**config.mk**
```make
export PLATFORM = sky130hd
export DESIGN_NAME = cart_bank_ctrl
export DESIGN_NICKNAME = d
export VERILOG_FILES = /design/src/rtl/cbc_pkg.sv /design/src/rtl/cbc_ctrl.sv /design/src/rtl/cbc_datapath.sv /design/src/rtl/cart_bank_ctrl.sv
export SDC_FILE = /design/constraint.sdc
export NUM_CORES = 1
export LEC_CHECK = 0
export ABC_CLOCK_PERIOD_IN_PS = 2200
export CAP_MARGIN = 10
export CORE_MARGIN = 2
export CORE_UTILIZATION = 32
export DETAILED_ROUTE_END_ITERATION = 8
export GPL_TIMING_DRIVEN = 0
export PLACE_DENSITY = 0.82
export REMOVE_ABC_BUFFERS = 1
export SYNTH_ARGS = -nofsm -noshare
export SYNTH_HDL_FRONTEND = slang
export SYNTH_SLANG_ARGS = --single-unit
```
**constraint.sdc**
```tcl
create_clock -name clk -period 2.2 [get_ports clk]
set_input_delay 0.44 -clock clk [delete_from_list [all_inputs] [get_ports clk]]
set_output_delay 0.44 -clock clk [all_outputs]
set_load 0.005 [all_outputs]
```
**src/rtl/cbc_pkg.sv**
```systemverilog
package cbc_pkg;

  // Where the byte returned one cycle after a read comes from
  typedef enum logic [2:0] {
    SRC_NONE = 3'd0,
    SRC_ROM  = 3'd1,
    SRC_RAM  = 3'd2,
    SRC_ZERO = 3'd3,
    SRC_OPEN = 3'd4
  } rdSrcE;

  // Strobes from control to datapath
  typedef struct packed {
    logic  rdStb;
    rdSrcE rdSrc;
    logic  ramWrStb;
  } ctrlStbT;

  localparam logic [7:0] OPEN_BYTE = 8'hFF;
  localparam logic [7:0] SLOT_BYTE = 8'h00;
  localparam logic [7:0] RAM_ON    = 8'h0A;
  localparam logic [7:0] RAM_OFF   = 8'h00;

endpackage

```
**src/rtl/cbc_ctrl.sv**
```systemverilog
module cbc_ctrl
  import cbc_pkg::*;
(
  input  logic        clk,
  input  logic        rstN,
  input  logic [15:0] cpuAddr,
  input  logic [7:0]  cpuWrData,
  input  logic        cpuWr,
  input  logic        cpuRd,
  output logic [6:0]  romBank,
  output logic [3:0]  ramSel,
  output logic        ramEn,
  output ctrlStbT     stb
);

  logic inEnSlice, inRomSlice, inRamSelSlice, inModeSlice, inRamWin, inRom;
  logic ramSelOk, ramUsable;

  // 8 KiB region decode on the top three address bits
  assign inEnSlice     = cpuAddr[15:13] == 3'b000;
  assign inRomSlice    = cpuAddr[15:13] == 3'b001;
  assign inRamSelSlice = cpuAddr[15:13] == 3'b010;
  assign inModeSlice   = cpuAddr[15:13] == 3'b011;
  assign inRamWin      = cpuAddr[15:13] == 3'b101;
  assign inRom         = ~cpuAddr[15];

  assign ramSelOk = (cpuWrData <= 8'h03) ||
                    ((cpuWrData >= 8'h08) && (cpuWrData <= 8'h0C));
  assign ramUsable = ramEn && (ramSel[3:2] == 2'b00);

  always_ff @(posedge clk) begin
    if (!rstN) begin
      romBank <= 7'd1;
      ramSel  <= 4'd0;
      ramEn   <= 1'b0;
    end else if (cpuWr) begin
      if (inEnSlice) begin
        if (cpuWrData == RAM_ON)       ramEn <= 1'b1;
        else if (cpuWrData == RAM_OFF) ramEn <= 1'b0;
      end
      if (inRomSlice) romBank <= cpuWrData[6:0];
      if (inRamSelSlice && ramSelOk) ramSel <= cpuWrData[3:0];
    end
  end

  always_comb begin
    stb.rdStb    = cpuRd;
    stb.ramWrStb = cpuWr && inRamWin && ramUsable;
    if (inRom)              stb.rdSrc = SRC_ROM;
    else if (!inRamWin)     stb.rdSrc = SRC_OPEN;
    else if (!ramEn)        stb.rdSrc = SRC_OPEN;
    else if (!ramUsable)    stb.rdSrc = SRC_ZERO;
    else                    stb.rdSrc = SRC_RAM;
  end

  assert_rom_bank_write_R3: assert property (@(posedge clk) disable iff (!rstN)
    (cpuWr && cpuAddr[15:13] == 3'b001) |=> (romBank == $past(cpuWrData[6:0])));

  assert_enable_hold_R5: assert property (@(posedge clk) disable iff (!rstN)
    (cpuWr && cpuAddr[15:13] == 3'b000 && cpuWrData != 8'h0A && cpuWrData != 8'h00)
      |=> $stable(ramEn));

  assert_mode_slice_inert_R9: assert property (@(posedge clk) disable iff (!rstN)
    (cpuWr && cpuAddr[15:13] == 3'b011) |=> ($stable(romBank) && $stable(ramSel) && $stable(ramEn)));

  // Unused decode kept visible for the mode slice check above
  logic unusedMode;
  assign unusedMode = inModeSlice;

endmodule

```
**src/rtl/cbc_datapath.sv**
```systemverilog
module cbc_datapath
  import cbc_pkg::*;
#(
  parameter int ROM_BANKS = 32,
  localparam int BB       = $clog2(ROM_BANKS),
  localparam int ROM_AW   = 14 + BB
) (
  input  logic              clk,
  input  logic              rstN,
  input  logic [14:0]       winOfs,
  input  logic [6:0]        romBank,
  input  logic [1:0]        ramBank,
  input  ctrlStbT           stb,
  input  logic [7:0]        romRdData,
  input  logic [7:0]        ramRdData,
  output logic [ROM_AW-1:0] romAddr,
  output logic [14:0]       ramAddr,
  output logic              ramWr,
  output logic [7:0]        cpuRdData,
  output logic              cpuRdValid
);

  logic [6:0]    nzBank;
  logic [BB-1:0] selBank;
  rdSrcE         rdSrcQ;

  assign nzBank = (romBank == 7'd0) ? 7'd1 : romBank;

  generate
    if (BB == 7) begin : g_fullBank
      assign selBank = nzBank;
    end else begin : g_wrapBank
      logic [6-BB:0] dropBits;
      assign selBank  = nzBank[BB-1:0];
      assign dropBits = nzBank[6:BB];
    end
  endgenerate

  assign romAddr = winOfs[14] ? {selBank, winOfs[13:0]} : {{BB{1'b0}}, winOfs[13:0]};
  assign ramAddr = {ramBank, winOfs[12:0]};
  assign ramWr   = stb.ramWrStb;

  always_ff @(posedge clk) begin
    if (!rstN)          rdSrcQ <= SRC_NONE;
    else if (stb.rdStb) rdSrcQ <= stb.rdSrc;
    else                rdSrcQ <= SRC_NONE;
  end

  always_comb begin
    unique case (rdSrcQ)
      SRC_ROM:  cpuRdData = romRdData;
      SRC_RAM:  cpuRdData = ramRdData;
      SRC_ZERO: cpuRdData = SLOT_BYTE;
      default:  cpuRdData = OPEN_BYTE;
    endcase
  end

  assign cpuRdValid = rdSrcQ != SRC_NONE;

  assert_valid_follows_read_R11: assert property (@(posedge clk) disable iff (!rstN)
    stb.rdStb |=> cpuRdValid);

  assert_valid_needs_read_R11: assert property (@(posedge clk) disable iff (!rstN)
    !stb.rdStb |=> !cpuRdValid);

endmodule

```
**src/rtl/cart_bank_ctrl.sv**
```systemverilog
module cart_bank_ctrl
  import cbc_pkg::*;
#(
  parameter int ROM_BANKS = 32,
  localparam int ROM_AW   = 14 + $clog2(ROM_BANKS)
) (
  input  logic              clk,
  input  logic              rstN,
  input  logic [15:0]       cpuAddr,
  input  logic [7:0]        cpuWrData,
  input  logic              cpuWr,
  input  logic              cpuRd,
  output logic [7:0]        cpuRdData,
  output logic              cpuRdValid,
  output logic [ROM_AW-1:0] romAddr,
  input  logic [7:0]        romRdData,
  output logic [14:0]       ramAddr,
  output logic [7:0]        ramWrData,
  output logic              ramWr,
  input  logic [7:0]        ramRdData
);

  logic [6:0] romBank;
  logic [3:0] ramSel;
  logic       ramEn;
  ctrlStbT    stb;

  cbc_ctrl u_ctrl (
    .clk(clk), .rstN(rstN), .cpuAddr(cpuAddr), .cpuWrData(cpuWrData),
    .cpuWr(cpuWr), .cpuRd(cpuRd), .romBank(romBank), .ramSel(ramSel),
    .ramEn(ramEn), .stb(stb)
  );

  cbc_datapath #(.ROM_BANKS(ROM_BANKS)) u_dp (
    .clk(clk), .rstN(rstN), .winOfs(cpuAddr[14:0]), .romBank(romBank),
    .ramBank(ramSel[1:0]), .stb(stb), .romRdData(romRdData),
    .ramRdData(ramRdData), .romAddr(romAddr), .ramAddr(ramAddr),
    .ramWr(ramWr), .cpuRdData(cpuRdData), .cpuRdValid(cpuRdValid)
  );

  assign ramWrData = cpuWrData;

  assert_disabled_ram_read_R8: assert property (@(posedge clk) disable iff (!rstN)
    (cpuRd && cpuAddr[15:13] == 3'b101 && !ramEn) |=> (cpuRdData == 8'hFF));

  assert_ram_write_gated_R8: assert property (@(posedge clk) disable iff (!rstN)
    ramWr |-> (ramEn && cpuWr));

endmodule

```
==> metrics.md, run 1 <==
| Metric | Value |
|---|---|
| WP data required | `1.76 ns` |
| Biggest area consumer among synthesized cells | `dfxtp_1` |
| Fraction of synthesized cell area taken by the top area cell type | `0.262` |
| Number of hold violations in the final report | `0` |
| Crit path buffers/inverters | `3` |
| Largest driver fanout on the critical path | `1` |
| Wire per inst | `~14 µm` |
| Root buf cell | `clkbuf_4` |
| Maximum clock path buffer count | `2` |
| Die span in y | `approximately 64 µm` |
| CORE AREA | `approximately 3400 µm²` |
| Global routing usage summed across all routing layers | `0.139` |
| Crit path setup slack, layout | `0.0464 ns` |
| Cell count after synthesis | `between 100 and 150` |
| Slowest cell on the critical path | `clkdlybuf4s50_1` |
| Diodes inserted | `0` |
| Post-CTS clock slew at the launch and capture registers of the worst setup and hold paths | `about 0.080 ns` |
| Leak | `0.568 nW` |
| Async SR Flop Fraction | `0` |
| Starting density of the core | `0.338` |
| Maximum number of pins on one net before global-route repair | `18` |
| Worst Setup End Kind | `primary output` |
| Layout cells sized above 1 | `0.0864` |
| Post-synth EDFFs | `0` |
| Total detailed-routing wirelength | `2.86 mm` |
| Max Clk Rate | `about 460 MHz` |
| Sequential element share of the synthesized area | `0.262` |
| Worst-case setup slack after placement | `-0.346 ns` |
| Largest stage delay on the critical path | `around 0.50 ns` |
| H-tree depth reported by CTS | `1` |
| Synth cell count leaders | `37 x buf_4, 15 x dfxtp_1, 10 x o21ai_0` |
| Overall power consumption | `0.572 mW` |
| Number of iterations in the first detailed-routing pass | `4` |
| Multiplexer share of the synthesized area | `0.0786` |
| Number of distinct standard cells referenced by the synthesized netlist | `31` |
| Power per unit of standard cell area | `around 370 nW/µm²` |
| Startpoint kind of the worst setup timing path | `input pin` |
| Number of global-route vias before repair | `between 900 and 1000` |
| Most area-consuming cells after synthesis | `dfxtp_1 26%, buf_4 24%, mux2i_1 7.9%` |
| Iteration-0 DRC count of the detailed router | `9` |
| Number of fill cells | `roughly 330` |
| Source-to-sink clock delay at the later pin of the worst-skew pair | `between 0.2 and 0.3 ns` |
| Post-DR vias/cell | `between 4 and 5` |
| Main synth FF type | `dfxtp_1` |
| Chip width | `around 64 µm` |
| Aggregate negative setup slack | `0 ns` |
| Per-instance average area after synthesis | `~8.1 µm²` |
| Clock Skew | `0.0000598 ns` |
| Adder-cell share of the synthesized area | `0` |
| Simple-gate area share of the yosys netlist | `0.230` |
| Final number of setup-violating endpoints | `0` |
| Total met2 wirelength after detailed routing | `between 1 and 1.5 mm` |
| Leftover overflow at the end of global routing | `0` |
| First-pass GRT wire length | `4.45 mm` |
| Data arrival time of the critical path | `between 1.5 and 2 ns` |
| Die area | `about 4100 µm²` |
| Cells traversed along the worst timing path | `clkdlybuf4s50_1, inv_1, o21ai_0, a21o_1, clkdlybuf4s50_1` |
| Count of input and output buffers | `56` |
| Detailed-route DRC error count | `0` |
| Dominant cell type by count on the critical path | `clkdlybuf4s50_1` |
| Cell row count | `21` |
| Share of the synthesized area in compound gates (AO/OA/AOI/OAI) | `0.144` |
| Main combinational cell family by area after synthesis | `buffers and inverters` |
| Leading cell type by number of instances after synthesis | `buf_4` |
| DR WL met3 | `around 490 µm` |
| Netlist area before placement | `1150 µm²` |
| VDD IR-drop max | `0.364 mV` |
| Final min period | `roughly 2.2 ns` |
| TritonCTS clock tree | `built` |
| XOR/XNOR Fraction of Synth Area | `0` |
| Worst Tran Pin Value | `0.440 ns` |
| Final net count | `approximately 210` |
| Count of final max-slew check failures | `0` |
| Post-CTS setup buffers | `0` |
| Met1 layer wirelength in the final routing | `1.10 mm` |
| I/O Pins | `96` |
| Path category of the worst min-delay check | `flip-flop to flip-flop` |
| Final hold slack | `about 0.47 ns` |
| Outcome | `complete, no violations` |
| Post-Route Utilization | `0.450` |
| Unrepaired setup endpoints after global routing | `false` |
| Synth Warn # | `0` |
| TritonCTS buffer count | `3` |
| TritonCTS sink count | `15` |
| Share of the clock period used by the worst path after layout | `0.979` |
| Initial antenna violation count | `0` |
| Uppermost routed layer | `met4` |
| Vias after detailed routing | `around 980` |
| Area occupied by registers | `roughly 300 µm²` |
| Maxcap violations | `0` |
| Worst slew margin relative to its limit | `0.706` |
| Cell class contributing the biggest share of worst-path delay | `buffers and inverters` |
| Critical path class | `input pin to primary output` |
| Multi-input gate area | `about 540 µm²` |
| Final ANT Viol Nets | `0` |
| Total half-perimeter wirelength after legalization and detailed placement | `2.18 mm` |
| Routability Congestion | `0.694` |
| Seq cells post-synth | `15` |
| Syn-to-layout area delta | `33.1%` |
-- worst register-to-register path, cell delays in order (launching register included) --
cell      delay (ns)
dfxtp_1         0.37
nand3b_1        0.16
o21ai_0         0.19
and3_1          0.16
-- layer usage --
metal | vias to the layer above | track usage
met1 | 431 | 0.151
met2 | 69 | 0.202
met5 | - | 0.0694
li1 | 480 | -
met3 | 2 | 0.111
met4 | 0 | 0.0326
-- flip-flops by register name, summed over array words and instances, names as in the netlist --
| register | flops |
|---|---|
| u_ctrl.romBank | 7 |
| u_ctrl.ramSel | 4 |
| u_dp.rdSrcQ | 3 |
| u_ctrl.ramEn | 1 |
-- path summary, 6_finish.rpt --
kind | depth (start not counted) | start | to | slack (ns)
min reg2reg | 2 | u_ctrl.ramSel[1]$_SDFFE_PN0P_ | u_ctrl.ramSel[1]$_SDFFE_PN0P_ | 0.47
min | 2 | u_ctrl.ramSel[1]$_SDFFE_PN0P_ | u_ctrl.ramSel[1]$_SDFFE_PN0P_ | 0.47
max reg2reg | 3 | u_ctrl.ramEn$_SDFFE_PN0P_ | u_dp.rdSrcQ[0]$_SDFF_PN0_ | 1.27
max | 5 | romRdData[4] | cpuRdData[4] | 0.05
-- cell usage in the layout (no fill, tap or decap), types with 4 or more instances in the layout --
cell type and count:
nor2_1 5, and2_1 4, dfxtp_1 14, nand2b_1 8, inv_1 9, a21o_1 8
mux2i_1 9, nand2_1 7, nor2b_1 4, o21ai_0 4, clkdlybuf4s50_1 53, o21ai_1 6
-- area by class of cell --
type                       count  area share
tap                           46      0.0377
clock inverter                 1     0.00328
timing repair buffer          57       0.370
clock buffer                   3      0.0148
inverter                       9      0.0221
multi-input combinational     77       0.354
sequential                    15       0.198
-- kinds of logic after synthesis --
| logic type | after synthesis |
|---|---|
| compound gates | 24 |
| simple gates | 44 |
| buf+inv | 50 |
| flops | 15 |
| mux | 9 |
-- repair_timing --
| action | CTS | global route |
|---|---|---|
| pin swaps | 1 | 3 |
| resized for setup | 5 | 8 |
| setup endpoints to repair | 2 | 10 |
| hold buffers | 0 | 0 |
-- per-stage QoR --
step | area (µm²) | std cells
after floorplan | 853 | 101
after global placement | 1470 | 203
final | 1530 | 208
after detailed placement | 1490 | 204
after global routing | 1530 | 208
after CTS | 1520 | 208
-- report_power, final --
| group | internal [mW] | leakage (nW) | switching, mW |
|---|---|---|---|
| Clock | 0.0676 | 0.0177 | 0.0888 |
| Sequential | 0.276 | 0.122 | 0.00525 |
| Combinational | 0.0915 | 0.428 | 0.0426 |
Power figures use the tool's default switching activity.
==> inputs of run 2 (changes only) <==
--- a/config.mk
+++ b/config.mk
@@ -7,11 +7,12 @@
 export LEC_CHECK = 0
 export ABC_CLOCK_PERIOD_IN_PS = 2200
 export CAP_MARGIN = 10
-export CORE_MARGIN = 2
+export CORE_MARGIN = 1
 export CORE_UTILIZATION = 32
 export DETAILED_ROUTE_END_ITERATION = 8
 export GPL_TIMING_DRIVEN = 0
 export PLACE_DENSITY = 0.82
+export RECOVER_POWER = 100
 export REMOVE_ABC_BUFFERS = 1
 export SYNTH_ARGS = -nofsm -noshare
 export SYNTH_HDL_FRONTEND = slang
==> run 2 against run 1 <==
Sequential cell count unchanged. Sequential power about the same. Maximum frequency increased by 0.30%. Register-to-register slack got worse by 0.10 ns. Wire length is 3.0% lower. Core utilization decreased by 0.18 points. Final cell count rose by 0.48%. Total power shrank 2.5%. Combinational power shrank 6%.
==> metrics.md, run 2 (synthesized netlist as in run 1, its figures left out) <==
| Metric | Value |
|---|---|
| Startpoint kind of the worst setup timing path | `input pin` |
| TritonCTS sink count | `15 (unchanged)` |
| Share of the clock period used by the worst path after layout | `0.976 (-0.00291)` |
| Count of input and output buffers | `56 (unchanged)` |
| Initial antenna violation count | `0 (unchanged)` |
| DR WL met3 | `432 µm (-12%)` |
| Maximum clock path buffer count | `2 (unchanged)` |
| Slowest cell on the critical path | `or4b_1` |
| Max reg flops | `7 (unchanged)` |
| Die span in y | `61.8 µm (-3.1%)` |
| Root buf cell | `clkbuf_4` |
| Diodes inserted | `0 (unchanged)` |
| Syn-to-layout area delta | `32.5%` |
| Leftover overflow at the end of global routing | `0 (unchanged)` |
| Cell class contributing the biggest share of worst-path delay | `compound AO/OA/AOI/OAI gates` |
| Register with the most flip-flops | `u_ctrl.romBank` |
| Met1 layer wirelength in the final routing | `1.13 mm (+2.4%)` |
| Total internal power | `0.431 mW (-0.89%)` |
| Net switching component of the power | `0.126 mW (-7.5%)` |
| Final hold slack | `0.464 ns (-0.00439 ns)` |
| Detailed-route DRC error count | `0 (unchanged)` |
| Final number of setup-violating endpoints | `0 (unchanged)` |
| Clock Skew | `0.000273 ns (+0.000213 ns)` |
| Outcome | `complete, no violations` |
| Overall power consumption | `0.557 mW (-2.5%)` |
| Unrepaired setup endpoints after global routing | `false` |
| Registers with the highest flip-flop counts | `u_ctrl.romBank x7, u_ctrl.ramSel x4, u_dp.rdSrcQ x3` |
| Total half-perimeter wirelength after legalization and detailed placement | `2.10 mm (-3.9%)` |
| Multi-input gate area | `526 µm² (-2.8%)` |
| Routability Congestion | `0.681 (-1.9%)` |
| Data arrival time of the critical path | `2.37 ns (+0.66 ns)` |
| WP data required | `2.42 ns (+0.66 ns)` |
| Post-CTS clock slew at the launch and capture registers of the worst setup and hold paths | `0.09 ns (about the same)` |
| Worst-case setup slack after placement | `-0.416 ns (-0.0694 ns)` |
| Number of fill cells | `316 (-4.8%)` |
| Leading cell types in the layout, fill and taps excluded | `34 x clkdlybuf4s50_1, 16 x dlygate4sd3_1, 13 x dfxtp_1` |
| Cell row count | `21 (unchanged)` |
| Fraction of power consumed by combinational cells | `0.226 (-0.009)` |
| Total met2 wirelength after detailed routing | `1.20 mm (-4.2%)` |
| TritonCTS clock tree | `built` |
| Aggregate negative setup slack | `0 ns (unchanged)` |
| Number of hold violations in the final report | `0 (unchanged)` |
| TritonCTS buffer count | `3 (unchanged)` |
| I/O Pins | `96 (unchanged)` |
| Sequential Power Share | `0.504 (+0.012)` |
| Starting density of the core | `0.338 (unchanged)` |
| Post-Route Utilization | `0.448 (-0.00185)` |
| Layout cells sized above 1 | `0.0675 (-0.0189)` |
| Path category of the worst min-delay check | `flip-flop to flip-flop` |
| CORE AREA | `3390 µm² (unchanged)` |
| Source-to-sink clock delay at the later pin of the worst-skew pair | `0.27 ns (-0.02 ns)` |
| Critical path class | `input pin to flip-flop` |
| Power per unit of standard cell area | `367 nW/µm² (-2.1%)` |
| Final net count | `208 (+0.48%)` |
| Wire per inst | `13.3 µm (-3.4%)` |
| Worst slew margin relative to its limit | `0.641 (-0.0649)` |
| Largest stage delay on the critical path | `0.59 ns (+0.09 ns)` |
| Die area | `3820 µm² (-6.2%)` |
| Worst Setup End Kind | `flip-flop` |
| Most common cell after layout, fill and taps aside | `clkdlybuf4s50_1` |
| Number of global-route vias before repair | `853 (-12%)` |
| Cells traversed along the worst timing path | `dlygate4sd3_1, or4b_1, a211oi_1, o221a_1` |
| First-pass GRT wire length | `4.04 mm (-9.1%)` |
| VDD IR-drop max | `0.344 mV (-5.6%)` |
| Count of final max-slew check failures | `0 (unchanged)` |
| Leak | `0.581 nW (+2.3%)` |
| Iteration-0 DRC count of the detailed router | `20 (+11)` |
| Maxcap violations | `0 (unchanged)` |
| Max Clk Rate | `466 MHz (+0.30%)` |
| Largest driver fanout on the critical path | `4 (+3)` |
| Post-CTS Hold Fix Bufs | `0 (unchanged)` |
| Post-DR vias/cell | `4.71 (-0.17%)` |
| Chip width | `61.8 µm (-3.1%)` |
| Maximum number of pins on one net before global-route repair | `18 (unchanged)` |
| Crit path setup slack, layout | `0.0528 ns (+0.00641 ns)` |
| Worst Tran Pin Value | `0.536 ns (+0.0955 ns)` |
| Vias after detailed routing | `985 (+0.31%)` |
| Uppermost routed layer | `met4` |
| Switching share of total power | `0.227 (-0.0124)` |
| Number of iterations in the first detailed-routing pass | `4 (unchanged)` |
| Crit path buffers/inverters | `1 (-2)` |
| Final min period | `2.15 ns (-0.00641 ns)` |
| Area occupied by registers | `303 µm² (+0.41%)` |
| Clock power frac | `0.270 (-0.004)` |
| Final ANT Viol Nets | `0 (unchanged)` |
| Global routing usage summed across all routing layers | `0.147 (+0.00826)` |
| H-tree depth reported by CTS | `1 (unchanged)` |
| Total detailed-routing wirelength | `2.77 mm (-3.0%)` |
-- run 2: changes by cell type in the layout (fill, tap and decap cells not counted), moves of 2 or more --
cell,before,now
dlymetal6s2s_1,0,2
and2_0,0,2
and2_1,4,2
dlygate4sd3_1,0,16
clkbuf_1,0,2
o21ai_0,4,9
o21ai_1,6,1
clkdlybuf4s50_1,53,34
-- run 2: area by class of cell --
cell class	instances	share of cell area
timing repair buffer	58	0.377
clock buffer	4	0.0173
tap	46	0.0379
multi-input combinational	77	0.346
inverter	9	0.0222
sequential	15	0.199
-- run 2: power by group through the flow --
stage                     Sequential [mW]  Clock [mW]  Combinational (mW)
after CTS                           0.281       0.159               0.134
after detailed placement            0.287           0               0.132
after floorplan                     0.285           0              0.0313
after global routing                0.282       0.178               0.138
after global placement              0.287           0               0.130
final                               0.281       0.151               0.126
-- run 2: worst reg2reg max path, stage by stage (launching register included) --
cell	delay [ns]
dfxtp_1	0.37
nand3b_1	0.15
buf_4	0.17
o21ai_0	0.14
and3_1	0.16
-- run 2: what timing repair did --
action | CTS | global route
hold endpoints to repair | 0 | 0
resized for setup | 7 | 7
buffers inserted | 1 | 0
setup endpoints to repair | 2 | 4
pin swaps | 1 | 0
-- run 2: metal layers --
metal  GRT usage  vias up
met5      0.0714        -
met4      0.0381        0
met2       0.209       69
li1            -      480
met3       0.122        2
met1       0.161      434
-- run 2: final timing paths --
check	slack (ns)	startpoint	cells after the start	endpoint
setup / recovery	0.05	cpuWrData[4]	4	u_ctrl.ramSel[3]$_SDFFE_PN0P_
hold / removal	0.46	u_ctrl.ramSel[1]$_SDFFE_PN0P_	2	u_ctrl.ramSel[1]$_SDFFE_PN0P_
setup reg to reg	1.17	u_ctrl.ramEn$_SDFFE_PN0P_	4	u_dp.rdSrcQ[0]$_SDFF_PN0_
hold reg to reg	0.46	u_ctrl.ramSel[1]$_SDFFE_PN0P_	2	u_ctrl.ramSel[1]$_SDFFE_PN0P_
-- run 2: metrics by stage --
step           cells  cell area, µm²
6_report         209            1520
4_1_cts          209            1530
2_1_floorplan    101             853
5_1_grt          209            1520
3_3_place_gp     203            1470
3_5_place_dp     204            1490
==> inputs of run 3 (changes only) <==
--- a/config.mk
+++ b/config.mk
@@ -5,13 +5,14 @@
 export SDC_FILE = /design/constraint.sdc
 export NUM_CORES = 1
 export LEC_CHECK = 0
+export ABC_AREA = 1
 export ABC_CLOCK_PERIOD_IN_PS = 2200
 export CAP_MARGIN = 10
 export CORE_MARGIN = 1
-export CORE_UTILIZATION = 32
+export CORE_UTILIZATION = 33
 export DETAILED_ROUTE_END_ITERATION = 8
 export GPL_TIMING_DRIVEN = 0
-export PLACE_DENSITY = 0.82
+export PLACE_DENSITY = 0.84
 export RECOVER_POWER = 100
 export REMOVE_ABC_BUFFERS = 1
 export SYNTH_ARGS = -nofsm -noshare
==> run 3 against run 2 <==
Sequential cell count unchanged. Clock power increased by 5%. Non-clock buffer count grew 2. Maximum frequency rose by 3.0%. Wire length increased by 3.5%. Clock skew about the same. Core utilization is 1.7 points higher. Worst hold slack gained 0.016 ns. Via count grew 12%. Total power grew 3.7%. Global-route usage is 0.99 points higher. Critical endpoint is now cpuRdData[0]. Largest power group unchanged. Highest routed layer unchanged.
==> metrics.md, run 3 <==
| Metric | Value |
|---|---|
| Crit path buffers/inverters | `2 (+1)` |
| Met2 track demand over resource in global routing | `0.221 (+0.0123)` |
| Unrepaired setup endpoints after global routing | `false` |
| Total detailed-routing wirelength | `2.87 mm (+3.5%)` |
| VDD IR-drop max | `0.242 mV (-29%)` |
| Synth Warn # | `0 (unchanged)` |
| Number of hold violations in the final report | `0 (unchanged)` |
| Post-DR vias/cell | `4.45 (-5.6%)` |
| TritonCTS sink count | `15 (unchanged)` |
| Maximum number of pins on one net before global-route repair | `15 (-3)` |
| Post-CTS clock slew at the launch and capture registers of the worst setup and hold paths | `0.09 ns (about the same)` |
| H-tree depth reported by CTS | `1 (unchanged)` |
| Max Clk Rate | `480 MHz (+3.0%)` |
| Root buf cell | `clkbuf_4` |
| Die span in y | `61.6 µm (-0.39%)` |
| Worst Tran Pin Value | `0.479 ns (-0.0573 ns)` |
| TritonCTS buffer count | `3 (unchanged)` |
| Worst slew margin relative to its limit | `0.680 (+0.0393)` |
| Crit path setup slack, layout | `0.115 ns (+0.0617 ns)` |
| Leading cell types in the layout, fill and taps excluded | `38 x nand2_1, 30 x clkdlybuf4s50_1, 21 x nor2_1` |
| Maxcap violations | `0 (unchanged)` |
| WP data required | `1.76 ns (-0.66 ns)` |
| Vias after detailed routing | `1099 (+12%)` |
| Cell class contributing the biggest share of worst-path delay | `buffers and inverters` |
| Outcome | `complete, no violations` |
| Netlist area before placement | `1170 µm² (+2.3%)` |
| Main synth FF type | `dfxtp_1` |
| Total half-perimeter wirelength after legalization and detailed placement | `2.31 mm (+10%)` |
| Global routing usage summed across all routing layers | `0.157 (+0.00992)` |
| Leftover overflow at the end of global routing | `0 (unchanged)` |
| HP Start | `u_ctrl.romBank[0]$_SDFFE_PN1P_` |
| Leak | `0.680 nW (+17%)` |
| Path category of the worst min-delay check | `flip-flop to flip-flop` |
| Most area-consuming cells after synthesis | `dfxtp_1 26%, buf_4 24%, nand2_1 12%` |
| Met1 Resource Use GR | `0.173 (+0.0114)` |
| Critical path class | `flip-flop to primary output` |
| Sequential element share of the synthesized area | `0.256 (-0.00587)` |
| Aggregate negative setup slack | `0 ns (unchanged)` |
| Clock Skew | `0.000188 ns (-0.0000852 ns)` |
| Post-CTS Hold Fix Bufs | `0 (unchanged)` |
| Iteration-0 DRC count of the detailed router | `21 (+5.0%)` |
| Largest driver fanout on the critical path | `5 (+1)` |
| Register with the most flip-flops | `u_ctrl.romBank` |
| Starting density of the core | `0.349 (+0.0105)` |
| Worst setup startpoint | `u_dp.rdSrcQ[2]$_SDFF_PN0_` |
| CORE AREA | `3360 µm² (-0.78%)` |
| Overall power consumption | `0.578 mW (+3.7%)` |
| Final min period | `2.09 ns (-0.0617 ns)` |
| Most heavily used metal layer in global routing | `met2` |
| Registers with the highest flip-flop counts | `u_ctrl.romBank x7, u_ctrl.ramSel x4, u_dp.rdSrcQ x3` |
| Initial antenna violation count | `0 (unchanged)` |
| Number of distinct standard cells referenced by the synthesized netlist | `22 (-29%)` |
| Power per unit of standard cell area | `370 nW/µm² (+0.73%)` |
| Data arrival time of the critical path | `1.65 ns (-0.72 ns)` |
| Met3 usage | `0.116 (-0.00661)` |
| Number of global-route vias before repair | `958 (+12%)` |
| Per-instance average area after synthesis | `6.70 µm² (-17%)` |
| Final number of setup-violating endpoints | `0 (unchanged)` |
| Cells traversed along the worst timing path | `nor3_4, buf_6, nand2_1, nand3_1, clkdlybuf4s50_1` |
| Source-to-sink clock delay at the later pin of the worst-skew pair | `0.28 ns (about the same)` |
| Startpoint kind of the worst setup timing path | `flip-flop` |
| Count of final max-slew check failures | `0 (unchanged)` |
| Diodes inserted | `0 (unchanged)` |
| Post-synth EDFFs | `0 (unchanged)` |
| Slowest cell on the critical path | `clkdlybuf4s50_1` |
| Max reg flops | `7 (unchanged)` |
| Maximum clock path buffer count | `2 (unchanged)` |
| Chip width | `61.6 µm (-0.39%)` |
| Number of iterations in the first detailed-routing pass | `3 (-1)` |
| Detailed-route DRC error count | `0 (unchanged)` |
| First-pass GRT wire length | `4.26 mm (+5.3%)` |
| Final hold slack | `0.480 ns (+0.0163 ns)` |
| Largest stage delay on the critical path | `0.50 ns (-0.09 ns)` |
| Share of the clock period used by the worst path after layout | `0.948 (-0.0281)` |
| Most common cell after layout, fill and taps aside | `nand2_1` |
| Routability Congestion | `0.785 (+15%)` |
| Fraction of synthesized cell area taken by the top area cell type | `0.256 (-0.00587)` |
| Final ANT Viol Nets | `0 (unchanged)` |
| Biggest area consumer among synthesized cells | `dfxtp_1` |
| Cell row count | `21 (unchanged)` |
| Worst-case setup slack after placement | `-0.380 ns (+0.0355 ns)` |
| TritonCTS clock tree | `built` |
| Seq cells post-synth | `15 (unchanged)` |
| Final net count | `246 (+18%)` |
| Layout cells sized above 1 | `0.119 (+0.0519)` |
| Die area | `3800 µm² (-0.77%)` |
| Cell count after synthesis | `175 (+23%)` |
| Synth cell count leaders | `37 x buf_4, 37 x nand2_1, 19 x nor2_1` |
| Async SR Flop Fraction | `0 (unchanged)` |
| Register-to-register setup slack | `1.46 ns (+0.29 ns)` |
| Count of input and output buffers | `56 (unchanged)` |
| I/O Pins | `96 (unchanged)` |
| Syn-to-layout area delta | `33.4%` |
| Worst Setup End Kind | `primary output` |
| FF-to-FF Start | `u_ctrl.ramSel[2]$_SDFFE_PN0P_` |
| Wire per inst | `11.6 µm (-12%)` |
-- run 3: changes by cell type after synthesis, moves of 8 or more --
cell / change
a21o_1: -8
a21oi_1: +9
mux2i_1: -9
nand2_1: +30
nand2b_1: -8
nand3_1: +15
nor2_1: +14
o21ai_0: -10
-- run 3: what timing repair did --
action                                  CTS  global route
gates resized for setup                   6            11
pin swaps                                 2             2
endpoints found under the setup margin    5             8
buffers inserted                          4             0
-- run 3: logic make-up after synthesis --
| family | synth area share |
|---|---|
| simple gates | 0.350 |
| buf+inv | 0.308 |
| compound gates | 0.0854 |
| flops | 0.256 |
-- run 3: power by group --
group | internal (mW) | switching [mW]
sequential | 0.276 | 0.00515
clock | 0.0705 | 0.0874
combinational | 0.0832 | 0.0557
-- run 3: layer usage --
metal  wire [µm]  vias up  share of wire
met5           0        -              0
met4          27        0         0.0094
met3         393        4           0.14
met2        1260       54           0.44
met1        1180      474           0.41
li1            -      567              -
-- run 3: final timing paths --
path	endpoint	depth (start not counted)
worst min register to register	u_ctrl.romBank[0]$_SDFFE_PN1P_	2
worst max-delay path	cpuRdData[0]	5
worst min-delay path	u_ctrl.romBank[0]$_SDFFE_PN1P_	2
worst max register to register	u_dp.rdSrcQ[0]$_SDFF_PN0_	2
-- run 3: layout make-up --
cell class	count	area, µm²
fillers	363	1800
clock buffers	4	26.3
inverters	20	76.3
well taps	46	57.6
flip-flops and latches	15	307
repair buffers	60	606
multi-input cells	102	492
-- run 3: tightest hold or removal path: stages (launching register included) --
cell and delay, ns:
dfxtp_1 0.33, nand2_1 0.05, o211ai_1 0.06
-- run 3: through the flow --
step                cell area [µm²]  cells  utilization
floorplan                       891    137            -
global placement               1510    239        0.449
detailed placement             1510    239        0.449
CTS                            1570    247        0.467
global route                   1560    247        0.465
finish                         1560    247        0.465
